**config.mk**
```make
export PLATFORM = sky130hd
export DESIGN_NAME = adc_serial_master
export DESIGN_NICKNAME = d
export VERILOG_FILES = /design/src/rtl/adc_serial_master.sv
export SDC_FILE = /design/constraint.sdc
export NUM_CORES = 1
export LEC_CHECK = 0
export CAP_MARGIN = 30
export CORE_ASPECT_RATIO = 0.9
export CORE_MARGIN = 2
export CORE_UTILIZATION = 55
export DETAILED_ROUTE_END_ITERATION = 10
export PLACE_DENSITY = 0.79
export SLEW_MARGIN = 20
export SYNTH_ARGS = -nofsm -noshare
export SYNTH_HDL_FRONTEND = slang
export SYNTH_SLANG_ARGS = --single-unit
```
**constraint.sdc**
```tcl
create_clock -name clk -period 2.4 [get_ports clk]
set_input_delay 0.6 -clock clk [delete_from_list [all_inputs] [get_ports clk]]
set_output_delay 0.6 -clock clk [all_outputs]
set_load 0.05 [all_outputs]
```
**src/rtl/adc_serial_master.sv**
```systemverilog
module adc_serial_master #(
  parameter int CONV_CYCLES = 80,
  parameter int CLK_DIV     = 4,
  parameter int DATA_W      = 16
) (
  input  logic              clk,
  input  logic              rst_n,
  input  logic              start,
  input  logic [DATA_W-1:0] sample_in,
  input  logic              ext_sel,
  input  logic              read_mode,
  input  logic              inv_sclk,
  input  logic              inv_frame,
  output logic              busy,
  output logic              sclk,
  output logic              frame,
  output logic              sdata
);
  localparam int HALF = CLK_DIV / 2;
  localparam int CW   = $clog2(CONV_CYCLES + 1);
  localparam int DW   = (CLK_DIV > 2) ? $clog2(CLK_DIV) : 1;
  localparam int BW   = $clog2(DATA_W);

  logic              converting, mode_q, ext_q, shifting, hold_busy;
  logic [CW-1:0]     conv_cnt;
  logic [DW-1:0]     dcnt;
  logic [BW-1:0]     bcnt;
  logic [DATA_W-1:0] last_q, shreg;

  wire accept      = start & ~busy & ~shifting;
  wire conv_done   = converting & (conv_cnt == '0);
  wire bit_end     = shifting & (dcnt == DW'(CLK_DIV - 1));
  wire frame_end   = bit_end & (bcnt == BW'(DATA_W - 1));
  wire launch_dur  = accept & read_mode & ~ext_sel;
  wire launch_aft  = conv_done & ~mode_q & ~ext_q;
  wire sclk_raw    = shifting & (dcnt >= DW'(HALF));

  assign busy  = converting | hold_busy;
  assign sclk  = sclk_raw ^ inv_sclk;
  assign frame = shifting ^ inv_frame;
  assign sdata = shifting & shreg[DATA_W-1];

  always_ff @(posedge clk) begin
    if (!rst_n) begin
      converting <= 1'b0;
      conv_cnt   <= '0;
      mode_q     <= 1'b0;
      ext_q      <= 1'b0;
      last_q     <= '0;
    end else if (accept) begin
      converting <= 1'b1;
      conv_cnt   <= CW'(CONV_CYCLES - 1);
      mode_q     <= read_mode;
      ext_q      <= ext_sel;
    end else if (conv_done) begin
      converting <= 1'b0;
      last_q     <= sample_in;
    end else if (converting) begin
      conv_cnt   <= conv_cnt - 1'b1;
    end
  end

  always_ff @(posedge clk) begin
    if (!rst_n) begin
      shifting  <= 1'b0;
      hold_busy <= 1'b0;
      shreg     <= '0;
      dcnt      <= '0;
      bcnt      <= '0;
    end else if (launch_dur) begin
      shifting  <= 1'b1;
      shreg     <= last_q;
      dcnt      <= '0;
      bcnt      <= '0;
    end else if (launch_aft) begin
      shifting  <= 1'b1;
      hold_busy <= 1'b1;
      shreg     <= sample_in;
      dcnt      <= '0;
      bcnt      <= '0;
    end else if (shifting) begin
      if (bit_end) begin
        dcnt  <= '0;
        bcnt  <= bcnt + 1'b1;
        shreg <= {shreg[DATA_W-2:0], 1'b0};
        if (frame_end) begin
          shifting  <= 1'b0;
          hold_busy <= 1'b0;
        end
      end else begin
        dcnt <= dcnt + 1'b1;
      end
    end
  end

  AST_START_TAKEN: assert property (@(posedge clk) disable iff (!rst_n)
    accept |=> busy);
  AST_START_IGNORED: assert property (@(posedge clk) disable iff (!rst_n)
    (converting && conv_cnt != '0 && start) |=> (converting && conv_cnt == $past(conv_cnt) - 1'b1));
  AST_AFTER_BUSY_END: assert property (@(posedge clk) disable iff (!rst_n)
    ($fell(shifting) && $past(hold_busy)) |-> !busy);
  AST_DURING_BUSY_END: assert property (@(posedge clk) disable iff (!rst_n)
    ($fell(converting) && mode_q) |-> !busy);
  AST_DATA_STABLE_HIGH: assert property (@(posedge clk) disable iff (!rst_n)
    (sclk_raw && $past(sclk_raw)) |-> $stable(sdata));
endmodule

```
==> run summary, run 1 <==
HPWL after DPL = 3162 um
Core ar. = 3784 um^2
Antenna Nets Post-Route = 0
Fraction of the yosys area taken by sequential cells = 45.15%
Pwr Total = 0.001835 W
GRT overflow = 0
First-pass GRT wire length = 8514 um
RSZ-0062 raised after global routing = false
Hold Buf Count CTS = 0
Yosys top cell by area = dfxtp_1
CTS root buf = clkbuf_8
Highest fanout seen on the critical path = 11
Cts bufs inserted = 5
Final setup TNS = 0 ps
Number of port buffers = 26
Sink Count = 50
Number of different library cells in the post-synthesis netlist = 40
Fmax = 462.7 MHz
GPL Wtd Cong = 0.8224
Routed wire length = 4767 um
Syn Nets = 278
Main synth FF type = dfxtp_1
Post-cts sizing count = 0
# nets final = 300
Most area-consuming cells after synthesis = dfxtp_1 (45%), a21oi_1 (9.7%), nand2_1 (7.1%), a222oi_1 (6.8%), nand3_1 (3.8%)
Critical Path Sink Type = output port
FP Rows = 21
Most frequent cells in the layout = dfxtp_1 (50), a21oi_1 (43), nand2_1 (42), clkdlybuf4s50_1 (22), nand3_1 (17)
Max-slew violations = 0
# diodes = 0
DR WL/cell = 14.99 um
Critical path startpoint category = flip-flop
Required @ worst endpoint = 1800 ps
Largest net degree at the start of global routing = 43
CTS clk-pin slew, worst paths = 80 ps
Static Leak = 0.8902 nW
Pwr Density = 711.2 nW/um^2
FF-to-FF setup slack = 550 ps
Global-route usage over all layers = 23.32%
Syn_area_per_cell = 8.869 um^2
Worst-Margin Slew = 573.5 ps
Clk buf depth = 2
Die W = 70.93 um
Synthesized cell area = 2217 um^2
Io pins = 27
Die area = 4556 um^2
Slew margin rel. = 61.68%
Cells after Synth = 250
Die Height = 64.24 um
Critical Path AT = 1560 ps
Initial antenna violation count = 0
CTS tree = yes
Post-CTS Setup Bufs = 0
Post-synth EDFFs = 0
Final period util = 90.05%
Yosys warns = 0
Initial DRC count = 186
H-tree levels = 2
Vias in the first global route = 1858
Pre-antenna DRT Iters = 8
Area Growth Syn to Fin = 16.37%
Layout cell share with drive strength beyond 1 = 10.29%
HP Class = reg -> reg
Final setup fails = 0
Crit path kind = reg -> out
Peak VDD IR = 0.4789 mV
Clk_lat worst skew = 300 ps
Vias = 1928
Commonest non-fill, non-tap cell in the layout = dfxtp_1
Starting Density = 58.60%
Vias per cell = 6.063
Async SR Flop Fraction = 0%
Final Hold Viols = 0
Max Cap Viol = 0
Fin Clk Skew = 1.683 ps
DRC = 0
Synth Register Bits = 50
Outcome = finished clean
Fin crit period = 2161 ps
Top-area cell type share of the netlist area = 45.15%
==> worst paths after layout <==
path | start | to | depth (start not counted)
min reg2reg | last_q[7] | last_q[7] | 2
max reg2reg | conv_cnt[0] | dcnt[1] | 6
min | last_q[7] | last_q[7] | 2
max | shifting | sclk | 3
==> stage by stage <==
| step | worst slack, ps | cell area [um^2] | instances | hold WS (ps) | utilization [%] |
|---|---|---|---|---|---|
| 6_report | 238.7 | 2580 | 318 | 461.2 | 68.19 |
| 3_3_place_gp | 240.1 | 2504 | 311 | 441.3 | 66.17 |
| 3_5_place_dp | 212.5 | 2504 | 311 | 450.0 | 66.17 |
| 2_1_floorplan | 308.2 | 2217 | 250 | 436.0 | - |
| 4_1_cts | 214.5 | 2580 | 318 | 462.4 | 68.19 |
| 5_1_grt | 58.42 | 2580 | 318 | 485.8 | 68.19 |
==> area by class of cell <==
type / instances / area (um^2)
well taps: 46 / 57.56
clock buffers: 7 / 76.32
fillers: 330 / 1204
multi-input cells: 175 / 1087
repair buffers: 34 / 335.3
flip-flops and latches: 50 / 1001
inverters: 6 / 22.52
==> flip-flops by register name, indices dropped and copies added, names as in the netlist <==
register / flops
dcnt: 2
shreg: 16
last_q: 16
mode_q: 1
shifting: 1
converting: 1
ext_q: 1
conv_cnt: 7
bcnt: 4
hold_busy: 1
==> logic make-up (layout without fill, tap and decap cells) <==
group / count (synthesis) / in the layout / synth area share [%]
AND/OR/NAND/NOR: 89 / 89 / 20.32
multiplexers: 1 / 1 / 0.5079
flip-flops: 50 / 50 / 45.15
buffers and inverters: 25 / 47 / 5.812
XOR/XNOR: 11 / 11 / 4.346
AO/OA/AOI/OAI: 69 / 69 / 21.05
adder cells (fa/ha/maj): 5 / 5 / 2.822
==> layer usage <==
| metal | track usage (%) | vias to the layer above | part of all wire, % |
|---|---|---|---|
| li1 | - | 938 | - |
| met1 | 29.66 | 929 | 43 |
| met2 | 38.20 | 51 | 50 |
| met3 | 5.836 | 10 | 4.7 |
| met4 | 8.726 | 0 | 2.1 |
| met5 | 0 | - | 0 |
==> cell usage after synthesis, drive strengths merged (2+ instances only) <==
master,number
xnor2,3
ha,5
a21oi,43
o2111ai,2
nand4,3
a211oi,2
inv,5
nor3,2
o211ai,2
nand2,42
nor2,12
buf,11
dfxtp,50
o21ai,2
a222oi,15
xor2,8
clkbuf,8
and3,2
and2,3
a31oi,2
nand3,17
==> report_power, final <==
group,switching (W),total [W],internal (W)
logic,0.000233,0.000425,0.000192
clock network,0.000251,0.000452,0.000201
registers,0.0000651,0.000958,0.000893
total,0.000549,0.00183,0.00129
==> critical path, cell delays in order, from the launching register on <==
cell     delay (ps)
dfxtp_1         600
o21ai_0         200
xnor2_1         290
buf_12          180
Note: power is estimated with default switching activity, not from simulation.
==> run 2: changes to the inputs <==
--- a/config.mk
+++ b/config.mk
@@ -15,3 +15,4 @@
 export SYNTH_ARGS = -nofsm -noshare
 export SYNTH_HDL_FRONTEND = slang
 export SYNTH_SLANG_ARGS = --single-unit
+export TNS_END_PERCENT = 1
==> results of run 2 <==
Same layout as run 1: the final DEF is identical, and so are final timing and power.
==> run 3: changes to the inputs <==
--- a/config.mk
+++ b/config.mk
@@ -5,10 +5,11 @@
 export SDC_FILE = /design/constraint.sdc
 export NUM_CORES = 1
 export LEC_CHECK = 0
+export ABC_AREA = 1
 export CAP_MARGIN = 30
 export CORE_ASPECT_RATIO = 0.9
 export CORE_MARGIN = 2
-export CORE_UTILIZATION = 55
+export CORE_UTILIZATION = 56
 export DETAILED_ROUTE_END_ITERATION = 10
 export PLACE_DENSITY = 0.79
 export SLEW_MARGIN = 20
==> run 3 against run 2 <==
Critical path depth up 2; sequential power decreased by 2.6%; first-iteration DRC count decreased by 2.7%; sequential share of layout area decreased by 5.3 points; die area up 13%; largest power group unchanged.
==> run summary, run 3 <==
Most area-consuming cells after synthesis = dfxtp_1 (39%), nand2_1 (13%), nand4_1 (8.1%), inv_1 (7.9%), nor2_1 (6.3%)
FP Rows = 23 (+9.5%)
Fin Clk Skew = 7.937 ps (+6.255 ps)
Largest net degree at the start of global routing = 33 (-23%)
Peak VDD IR = 0.4821 mV (+0.66%)
Sink Count = 50 (unchanged)
Global-route usage over all layers = 23.99% (+0.67 points)
Clk_lat worst skew = 310 ps (about the same)
CTS tree = yes
# diodes = 0 (unchanged)
Syn_area_per_cell = 6.794 um^2 (-23%)
Vias in the first global route = 2114 (+14%)
Initial DRC count = 181 (-2.7%)
Required @ worst endpoint = 1800 ps (about the same)
Yosys warns = 0 (unchanged)
GPL Wtd Cong = 0.8191 (-0.40%)
Worst-Margin Slew = 576.5 ps (+3.010 ps)
FF-to-FF setup slack = 380 ps (-170 ps)
Initial antenna violation count = 0 (unchanged)
Crit path kind = reg -> out
CTS root buf = clkbuf_8
Post-synth EDFFs = 0 (unchanged)
H-tree levels = 2 (unchanged)
Number of port buffers = 26 (unchanged)
Io pins = 27 (unchanged)
Die area = 5131 um^2 (+13%)
Vias per cell = 5.227 (-14%)
DRC = 0 (unchanged)
Syn Nets = 405 (+46%)
Utilization after layout = 67.48% (-0.71 points)
Fmax = 478.1 MHz (+3.3%)
Area Growth Syn to Fin = 16.76%
Starting Density = 57.79% (-0.81 points)
Commonest non-fill, non-tap cell in the layout = nand2_1
Max Cap Viol = 0 (unchanged)
First-pass GRT wire length = 9321 um (+9.5%)
Top-area cell type share of the netlist area = 39.08% (-6.1 points)
Most frequent cells in the layout = nand2_1 (87), inv_1 (54), dfxtp_1 (50), nor2_1 (43), nand4_1 (33)
Number of different library cells in the post-synthesis netlist = 27 (-33%)
Die Height = 68.16 um (+6.1%)
Layout cell share with drive strength beyond 1 = 7.731% (-2.6 points)
Cts bufs inserted = 5 (unchanged)
Die W = 75.29 um (+6.1%)
RSZ-0062 raised after global routing = false
HP Class = reg -> reg
Core ar. = 4432 um^2 (+17%)
Fin crit period = 2092 ps (-69.59 ps)
HPWL after DPL = 3771 um (+19%)
Final Hold Viols = 0 (unchanged)
Synth Register Bits = 50 (unchanged)
Pre-antenna DRT Iters = 5 (-3)
Post-CTS Setup Bufs = 0 (unchanged)
Critical path startpoint category = flip-flop
Max-slew violations = 0 (unchanged)
Outcome = finished clean
Most frequent cell after synthesis = nand2_1
Cells after Synth = 377 (+51%)
Antenna Nets Post-Route = 0 (unchanged)
DR WL/cell = 12.08 um (-19%)
Final setup fails = 0 (unchanged)
Critical Path AT = 1490 ps (-70 ps)
Pwr Total = 0.001929 W (+5.2%)
Synthesized cell area = 2561 um^2 (+16%)
Yosys top cell by area = dfxtp_1
CTS clk-pin slew, worst paths = 90 ps (about the same)
Post-synth top cells = nand2_1 (87), inv_1 (54), dfxtp_1 (50)
GRT overflow = 0 (unchanged)
Slew margin rel. = 61.47% (-0.20 points)
Final setup TNS = 0 ps (unchanged)
Fraction of the yosys area taken by sequential cells = 39.08% (-6.1 points)
Final period util = 87.15% (-2.9 points)
Routed wire length = 5593 um (+17%)
Vias = 2420 (+26%)
Static Leak = 1.397 nW (+57%)
Biggest regs = last_q: 16 flops, shreg: 16 flops, conv_cnt: 7 flops
Pwr Density = 645.2 nW/um^2 (-9.3%)
Highest fanout seen on the critical path = 3 (-8)
Clk buf depth = 2 (unchanged)
# nets final = 428 (+43%)
Async SR Flop Fraction = 0% (unchanged)
Main synth FF type = dfxtp_1
Critical Path Sink Type = output port
## run 3: changes by cell type after synthesis, moves of 17 or more
cell     before  now
o21ai_0       1   18
nor2_1       12   43
inv_1         5   54
nand2_1      42   87
nand4_1       3   33
## run 3: worst paths after layout
kind / from / to / cells past startpoint
worst min register to register: conv_cnt[4] / conv_cnt[4] / 2
worst max register to register: conv_cnt[0] / shreg[4] / 10
worst min-delay path: conv_cnt[4] / conv_cnt[4] / 2
worst max-delay path: dcnt[0] / sclk / 5
## run 3: through the flow
step                instances  area [um^2]  hold WS [ps]  setup WS (ps)
detailed placement        455         2898         471.4          312.9
global placement          455         2898         461.7          309.6
CTS                       463         2988         484.9          50.57
finish                    463         2990         484.3          308.3
floorplan                 377         2561         445.3          374.2
global route              463         2990         523.9          148.1
## run 3: logic make-up after synthesis
family	after synthesis	synth area share (%)
AOI/OAI and AO/OA	49	9.770
xor gates and xnor gates	6	2.052
adders and majority gates	5	2.443
buffers and inverters	76	12.21
DFF	50	39.08
and+or+nand+nor	191	34.44
## run 3: cell type report
class	instances	area (um^2)
Clock buffer	5	68.82
Clock inverter	3	21.27
Fill cell	431	1441
Inverter	57	214.0
Multi-Input combinational cell	251	1247
Sequential cell	50	1001
Tap cell	62	77.57
Timing Repair Buffer	35	360.3
## run 3: power breakdown
group          total (W)  internal (W)  switching (W)
sequential      0.000933      0.000892      0.0000409
clock           0.000497      0.000205       0.000292
combinational   0.000499      0.000183       0.000316
## run 3: repair_timing
item / in CTS / in global routing
setup endpoints to repair: 0 / 1
hold buffers: 0 / 0
resized for setup: 0 / 1
## run 3: per-layer routing
| metal | vias up | GRT usage, % | share of wire, % |
|---|---|---|---|
| met5 | - | 0 | 0 |
| met2 | 62 | 38.48 | 45 |
| met4 | 0 | 9.211 | 1.6 |
| met1 | 1093 | 32.33 | 48 |
| met3 | 7 | 3.976 | 4.9 |
| li1 | 1258 | - | - |
## run 3: worst max-delay path: stages (launching register included)
cell     delay (ps)
dfxtp_1         370
inv_1            70
ha_1            190
o21ai_0         180
xnor2_1         200
buf_12          180
